## src/rtl/tmr_pkg.sv

```systemverilog
package tmr_pkg;

  localparam int unsigned OFS_CTRL = 0;
  localparam int unsigned OFS_CLR  = 4;
  localparam int unsigned OFS_STAT = 8;

  localparam int unsigned EN_BIT  = 31;
  localparam int unsigned PER_BIT = 30;
  localparam int unsigned CLR_BIT = 30;

  typedef enum logic [1:0] {
    SEL_CTRL = 2'd0,
    SEL_CLR  = 2'd1,
    SEL_STAT = 2'd2,
    SEL_NONE = 2'd3
  } reg_sel_e;

endpackage

```

## src/rtl/tmr_regdec.sv

```systemverilog
module tmr_regdec
  import tmr_pkg::*;
#(
  parameter int ADDR_W = 4,
  parameter int DATA_W = 32,
  parameter int CNT_W  = 29
) (
  input  logic              bus_sel,
  input  logic              bus_wr,
  input  logic [ADDR_W-1:0] bus_addr,
  input  logic [DATA_W-1:0] bus_wdata,
  input  logic              active_i,
  input  logic [CNT_W-1:0]  count_i,
  output logic              load_o,
  output logic              stop_o,
  output logic              periodic_o,
  output logic [CNT_W-1:0]  value_o,
  output logic              clr_o,
  output logic [DATA_W-1:0] bus_rdata
);

  localparam int PAD_W = DATA_W - 1 - CNT_W;

  function automatic reg_sel_e decode_sel(input logic [ADDR_W-1:0] a);
    if (a == ADDR_W'(OFS_CTRL))      return SEL_CTRL;
    else if (a == ADDR_W'(OFS_CLR))  return SEL_CLR;
    else if (a == ADDR_W'(OFS_STAT)) return SEL_STAT;
    else                             return SEL_NONE;
  endfunction

  reg_sel_e sel;
  logic     wr_ctrl;
  logic     wr_clr;
  logic     rd_stat;

  always_comb begin
    sel     = decode_sel(bus_addr);
    wr_ctrl = bus_sel && bus_wr && (sel == SEL_CTRL);
    wr_clr  = bus_sel && bus_wr && (sel == SEL_CLR);
    rd_stat = bus_sel && !bus_wr && (sel == SEL_STAT);
  end

  assign load_o     = wr_ctrl && bus_wdata[EN_BIT];
  assign stop_o     = wr_ctrl && !bus_wdata[EN_BIT];
  assign periodic_o = bus_wdata[PER_BIT];
  assign value_o    = bus_wdata[CNT_W-1:0];
  assign clr_o      = wr_clr && bus_wdata[CLR_BIT];

  always_comb begin
    bus_rdata = '0;
    if (rd_stat) bus_rdata = {active_i, {PAD_W{1'b0}}, count_i};
  end

endmodule

```

## src/rtl/tmr_counter.sv

```systemverilog
module tmr_counter #(
  parameter int CNT_W = 29
) (
  input  logic             clk,
  input  logic             rst_n,
  input  logic             tick_i,
  input  logic             load_i,
  input  logic             stop_i,
  input  logic             periodic_i,
  input  logic [CNT_W-1:0] value_i,
  output logic [CNT_W-1:0] count_o,
  output logic             active_o,
  output logic             expire_o
);

  logic [CNT_W-1:0] count_q, count_d;
  logic [CNT_W-1:0] reload_q, reload_d;
  logic             per_q, per_d;
  logic             act_q, act_d;

  function automatic logic is_terminal(input logic [CNT_W-1:0] c);
    return c == '0;
  endfunction

  function automatic logic [CNT_W-1:0] step_count(input logic [CNT_W-1:0] c,
                                                  input logic [CNT_W-1:0] r,
                                                  input logic             p);
    if (!is_terminal(c)) return c - CNT_W'(1);
    else if (p)          return r;
    else                 return c;
  endfunction

  assign expire_o = act_q && tick_i && is_terminal(count_q) && !load_i && !stop_i;

  always_comb begin
    count_d  = count_q;
    reload_d = reload_q;
    per_d    = per_q;
    act_d    = act_q;
    if (load_i) begin
      count_d  = value_i;
      reload_d = value_i;
      per_d    = periodic_i;
      act_d    = 1'b1;
    end else if (stop_i) begin
      act_d = 1'b0;
    end else if (act_q && tick_i) begin
      count_d = step_count(count_q, reload_q, per_q);
      if (is_terminal(count_q) && !per_q) act_d = 1'b0;
    end
  end

  always_ff @(posedge clk or negedge rst_n) begin
    if (!rst_n) begin
      count_q  <= '0;
      reload_q <= '0;
      per_q    <= 1'b0;
      act_q    <= 1'b0;
    end else begin
      count_q  <= count_d;
      reload_q <= reload_d;
      per_q    <= per_d;
      act_q    <= act_d;
    end
  end

  assign count_o  = count_q;
  assign active_o = act_q;

  assert_decrement_R2: assert property (@(posedge clk) disable iff (!rst_n)
    (active_o && tick_i && !load_i && !stop_i && count_o != '0)
      |=> count_o == $past(count_o) - CNT_W'(1));

  assert_oneshot_halt_R3: assert property (@(posedge clk) disable iff (!rst_n)
    (expire_o && !per_q) |=> !active_o);

  assert_reload_R4: assert property (@(posedge clk) disable iff (!rst_n)
    (expire_o && per_q) |=> (active_o && count_o == $past(reload_q)));

  assert_idle_hold_R5: assert property (@(posedge clk) disable iff (!rst_n)
    (!tick_i && !load_i && !stop_i) |=> ($stable(count_o) && $stable(active_o)));

  assert_stop_R6: assert property (@(posedge clk) disable iff (!rst_n)
    stop_i |=> (!active_o && $stable(count_o)));

  assert_restart_R9: assert property (@(posedge clk) disable iff (!rst_n)
    load_i |=> (active_o && count_o == $past(value_i)));

endmodule

```

## src/rtl/tmr_irq.sv

```systemverilog
module tmr_irq (
  input  logic clk,
  input  logic rst_n,
  input  logic expire_i,
  input  logic clr_i,
  output logic irq_o
);

  logic irq_q;

  always_ff @(posedge clk or negedge rst_n) begin
    if (!rst_n)        irq_q <= 1'b0;
    else if (expire_i) irq_q <= 1'b1;
    else if (clr_i)    irq_q <= 1'b0;
  end

  assign irq_o = irq_q;

  assert_rise_on_expiry_R2: assert property (@(posedge clk) disable iff (!rst_n)
    $rose(irq_o) |-> $past(expire_i));

  assert_level_hold_R7: assert property (@(posedge clk) disable iff (!rst_n)
    (irq_o && !clr_i) |=> irq_o);

  assert_clear_drops_R8: assert property (@(posedge clk) disable iff (!rst_n)
    (clr_i && !expire_i) |=> !irq_o);

  assert_expiry_wins_R10: assert property (@(posedge clk) disable iff (!rst_n)
    expire_i |=> irq_o);

endmodule

```

## src/rtl/tick_interval_timer.sv

```systemverilog
module tick_interval_timer #(
  parameter int ADDR_W = 4,
  parameter int DATA_W = 32,
  parameter int CNT_W  = 29
) (
  input  logic              clk,
  input  logic              rst_n,
  input  logic              tick_en,
  input  logic              bus_sel,
  input  logic              bus_wr,
  input  logic [ADDR_W-1:0] bus_addr,
  input  logic [DATA_W-1:0] bus_wdata,
  output logic [DATA_W-1:0] bus_rdata,
  output logic              irq
);

  logic             load_w;
  logic             stop_w;
  logic             periodic_w;
  logic [CNT_W-1:0] value_w;
  logic             clr_w;
  logic [CNT_W-1:0] count_w;
  logic             active_w;
  logic             expire_w;

  tmr_regdec #(.ADDR_W(ADDR_W), .DATA_W(DATA_W), .CNT_W(CNT_W)) u_dec (
    .bus_sel    (bus_sel),
    .bus_wr     (bus_wr),
    .bus_addr   (bus_addr),
    .bus_wdata  (bus_wdata),
    .active_i   (active_w),
    .count_i    (count_w),
    .load_o     (load_w),
    .stop_o     (stop_w),
    .periodic_o (periodic_w),
    .value_o    (value_w),
    .clr_o      (clr_w),
    .bus_rdata  (bus_rdata)
  );

  tmr_counter #(.CNT_W(CNT_W)) u_cnt (
    .clk        (clk),
    .rst_n      (rst_n),
    .tick_i     (tick_en),
    .load_i     (load_w),
    .stop_i     (stop_w),
    .periodic_i (periodic_w),
    .value_i    (value_w),
    .count_o    (count_w),
    .active_o   (active_w),
    .expire_o   (expire_w)
  );

  tmr_irq u_irq (
    .clk      (clk),
    .rst_n    (rst_n),
    .expire_i (expire_w),
    .clr_i    (clr_w),
    .irq_o    (irq)
  );

  assert_load_stop_exclusive_R1: assert property (@(posedge clk) disable iff (!rst_n)
    !(load_w && stop_w));

  assert_no_spurious_irq_R3: assert property (@(posedge clk) disable iff (!rst_n)
    (!active_w && !load_w) |=> !$rose(irq));

endmodule

```

## config.mk

```make
export PLATFORM = sky130hd
export DESIGN_NAME = tick_interval_timer
export DESIGN_NICKNAME = d
export VERILOG_FILES = /design/src/rtl/tmr_pkg.sv /design/src/rtl/tmr_regdec.sv /design/src/rtl/tmr_counter.sv /design/src/rtl/tmr_irq.sv /design/src/rtl/tick_interval_timer.sv
export SDC_FILE = /design/constraint.sdc
export NUM_CORES = 1
export LEC_CHECK = 0
export BUFFER_PORTS_ARGS = -buffer_cell sky130_fd_sc_hd__buf_2
export CORE_ASPECT_RATIO = 1.1
export CORE_MARGIN = 2
export CORE_UTILIZATION = 50
export DETAILED_ROUTE_END_ITERATION = 12
export HOLD_SLACK_MARGIN = 0.05
export PLACE_DENSITY = 0.76
export SLEW_MARGIN = 15
export SYNTH_ARGS = -nofsm -noshare
export SYNTH_HDL_FRONTEND = slang
export SYNTH_SLANG_ARGS = --single-unit
```

## constraint.sdc

```tcl
create_clock -name clk -period 2.99 [get_ports clk]
set_input_delay 0.1495 -clock clk [delete_from_list [all_inputs] [get_ports clk]]
set_output_delay 0.1495 -clock clk [all_outputs]
set_load 0.05 [all_outputs]
```

==> summary.md <==
| Metric | Value |
|---|---|
| Outcome | finished, final reports clean |
| WL per Instance | 16.6 microns |
| Floorplan core area | 7010 sq um |
| Commonest register cell after synthesis | dfrtp_1 |
| First-pass GRT wire length | between 15000 and 20000 microns |
| CTS tree | built |
| Synthesized cell area | ~3600 sq um |
| Synth Area in Simple Gates | between 30% and 40% |
| Post-synthesis mux area share | less than 1% |
| Slew @ Worst Pin | 0.928 ns |
| Register bit total from synthesis | 61 |
| Slew Limit Fails | 0 |
| Critical path's largest stage delay | ~0.6 ns |
| Final Setup Violations | 0 |
| I/O Pins | 74 |
| Post-CTS sizing | 0 |
| Cell row count | 32 |
| Crit-path max FO | 12 |
| Largest net degree at the start of global routing | 50 |
| Fraction of final layout cells sized beyond drive strength 1 | 22.3% |
| Worst-Skew Late Latency | 0.34 ns |
| XOR/XNOR Fraction of Synth Area | 0.970% |
| Placed Cells | 584 |
| Hpwl dp | 7130 microns |
| Vias in the first global route | 3535 |
| Root Buffer | clkbuf_8 |
| Power per cell area | 546 nW/um^2 |
| Grt ovf | 0 |
| Yosys warning count | 0 |
| Max Cap Viol | 0 |
| Setup crit end kind | flop |
| DIE AREA | 7920 sq um |
| Number of synthesized flops with an enable pin | 0 |
| Via/cell ratio | 5.98 |
| Peak VDD IR | 0.301 mV |
| GPL Wtd Cong | 0.911 |
| Port buffer count | 70 |
| Ant. Diodes | 0 |
| Slowest CP cell | or4_4 |
| CP startpoint kind | flop |
| Leakage power | 2.25 nW |
| Worst EP required | 3.17 ns |
| DR vias | 3757 |
| Setup TNS | 0 ns |
| DRT Wirelength | 10400 microns |
| Buf/Inv on CP | 1 |
| Clock skew | 0.0129 ns |
| HP Class | in2reg |
| DIE WIDTH | between 80 and 90 microns |
| Critical path cell sequence | or4_4 -> or4b_4 -> nor3_4 -> buf_12 -> nor3_1 -> a21oi_1 -> o221ai_1 |
| CP top delay family | simple AND/OR/NAND/NOR gates |
| Number of remaining DRC errors | 0 |
| Tcrit/Tclk final | a little over nine tenths |
| Synth Area in Compound Gates | between 10% and 20% |
| Htree depth | 3 |
| Total GRT Usage | 27.0% |
| Cells after Synth | around 430 |
| Total setup buffers inserted after CTS | 0 |
| Crit path kind | reg2reg |
| Initial drt markers | between 200 and 300 |
| Achievable Freq | 0.357 GHz |
| Post-Synth Adder-Cell Area | 0.346% |
| Post-synth ARST share | 100% |
| Final Util | 65.7% |
| Post-CTS Hold Buffers | 29 |
| CTS buffer count | 9 |
| Routed Antenna Nets | 0 |
| Max_slew headroom | 38.1% |
| Data arrival time of the critical path | ~3 ns |
| Max Buffers Root-to-Sink | 2 |
| Overall power | 2.51 mW |
| Initial Util | 51.6% |
| Min Tclk post-route | around 2.8 ns |
| Initial antenna violation count | 0 |
| RSZ-0062 raised after global routing | no |
| Unique masters post-synth | between 60 and 70 |
| Die height | 93.2 microns |
| Area growth syn-to-layout | 27.4% |
| Largest family of logic cells by synthesized area | simple AND/OR/NAND/NOR gates |
| Clk sink count | 61 |
| Detailed Routing Iterations Pass 1 | 6 |
| Clk pin slew, worst setup/hold paths | 0.06 ns |
| Seq/Total Area, Yosys | 42.2% |
| Non-filler cells in the finished layout | 628 |
| Avg Cell Area, Syn | 8.35 sq um |
| Final hold viol count | 0 |
| Final nets | 581 |
final timing paths:
path	start	end	slack [ns]	cells after the start
max reg2reg	u_cnt.count_o[19]	u_cnt.count_o[7]	0.19	7
min in group asynchronous	rst_n	u_cnt.reload_q[3]	0.48	2
min reg2reg	u_cnt.reload_q[8]	u_cnt.reload_q[8]	0.47	2
max in group asynchronous	rst_n	u_cnt.reload_q[11]	1.66	3
min	bus_wdata[19]	u_cnt.reload_q[19]	0.07	3
max	u_cnt.count_o[19]	u_cnt.count_o[7]	0.19	7
final cells by class:
type	instances	area [sq um]
Tap cell	85	106
Clock inverter	1	5.00
Inverter	4	15.0
Timing Repair Buffer	120	823
Sequential cell	61	1530
Fill cell	587	2400
Multi-Input combinational cell	343	1950
Clock buffer	14	173
cell usage after synthesis, types with 2 or more instances:
library cell    n  area (sq um)
a22o_1          2          17.5
o21a_1          2          15.0
o31a_1          2          17.5
o31ai_1         5          37.5
xor2_1          3          26.3
o221ai_1        2          17.5
clkbuf_1       19          71.3
o311ai_0        2          17.5
o22a_1          2          17.5
nand2b_1        2          12.5
a21oi_1        19          95.1
nor2_1         30           113
o311ai_1        2          17.5
nor3b_1         2          15.0
o211ai_1       13          97.6
a2bb2oi_1       2          17.5
mux2i_1         2          20.0
nand2_1       115           432
a32o_1          2          20.0
inv_1           4          15.0
buf_2           2          10.0
a31oi_1         9          56.3
buf_4           3          22.5
nor3_1          9          45.0
buf_6           2          22.5
nand4_1         6          37.5
or2_2           2          12.5
nand3_1         7          35.0
a211o_1         2          17.5
nor4_1          6          37.5
nor2b_1         2          12.5
o21ai_0        13          65.1
or4_1           7          52.6
or3_1           3          18.8
dfrtp_1        61          1530
o21ai_1         2          10.0
or4_4           2          22.5
and2_1         31           194
and3_1          3          18.8
nor4_4          2          42.5
logic make-up after synthesis:
kind of cell / after synthesis
compound gates: 95
xor+xnor: 4
fa+ha+maj: 1
buf+inv: 30
flops: 61
mux: 3
other cells: 1
simple gates: 238
power by group:
part           switching, mW  total [mW]  leakage (nW)  internal, mW
clock network          0.317       0.681        0.0926         0.364
registers              0.179        1.15         0.797         0.973
logic                  0.380       0.679          1.36         0.298
total                  0.877        2.51          2.25          1.64
per-layer routing:
layer / up-vias / share of wire (%) / track usage, %
met2: 213 / 47 / 42.5
met1: 1765 / 42 / 37.4
met5: - / 0 / 0
met3: 24 / 8.4 / 3.80
met4: 0 / 2.5 / 11.2
li1: 1755 / - / -
through the flow:
step	setup slack [ns]	hold WS [ns]	instance area, sq um
floorplan	0.553	-0.146	3620
global placement	0.372	0.339	4140
detailed placement	0.328	0.342	4140
CTS	0.246	0.0535	4600
global route	0.0994	0.0804	4600
finish	0.191	0.0696	4600
flip-flops by register name (all words and copies together), names as in the netlist:
signal / flops
u_cnt.active_o: 1
u_cnt.count_o: 29
u_cnt.per_q: 1
u_cnt.reload_q: 29
u_irq.irq_o: 1
worst register-to-register path: cells and delay by family (launching register included):
kind	cells	cell delay, ns
compound gates	2	0.40
buf+inv	1	0.19
flops	1	0.43
simple gates	4	1.63
cells in the final DEF (no fill, tap or decap), types with 3 or more instances in the layout:
cell	count
nand4_1	6
dfrtp_1	61
and2_1	31
or4_1	7
buf_4	19
or3_1	3
a21oi_1	19
xor2_1	3
o211ai_1	13
clkbuf_8	12
buf_2	70
dlygate4sd3_1	29
nand2_1	115
inv_1	4
nor4_1	6
and3_1	3
nor3_1	9
nor2_1	30
a31oi_1	9
o31ai_1	5
nand3_1	7
o21ai_0	13
Note: power is estimated with default switching activity, not from simulation.
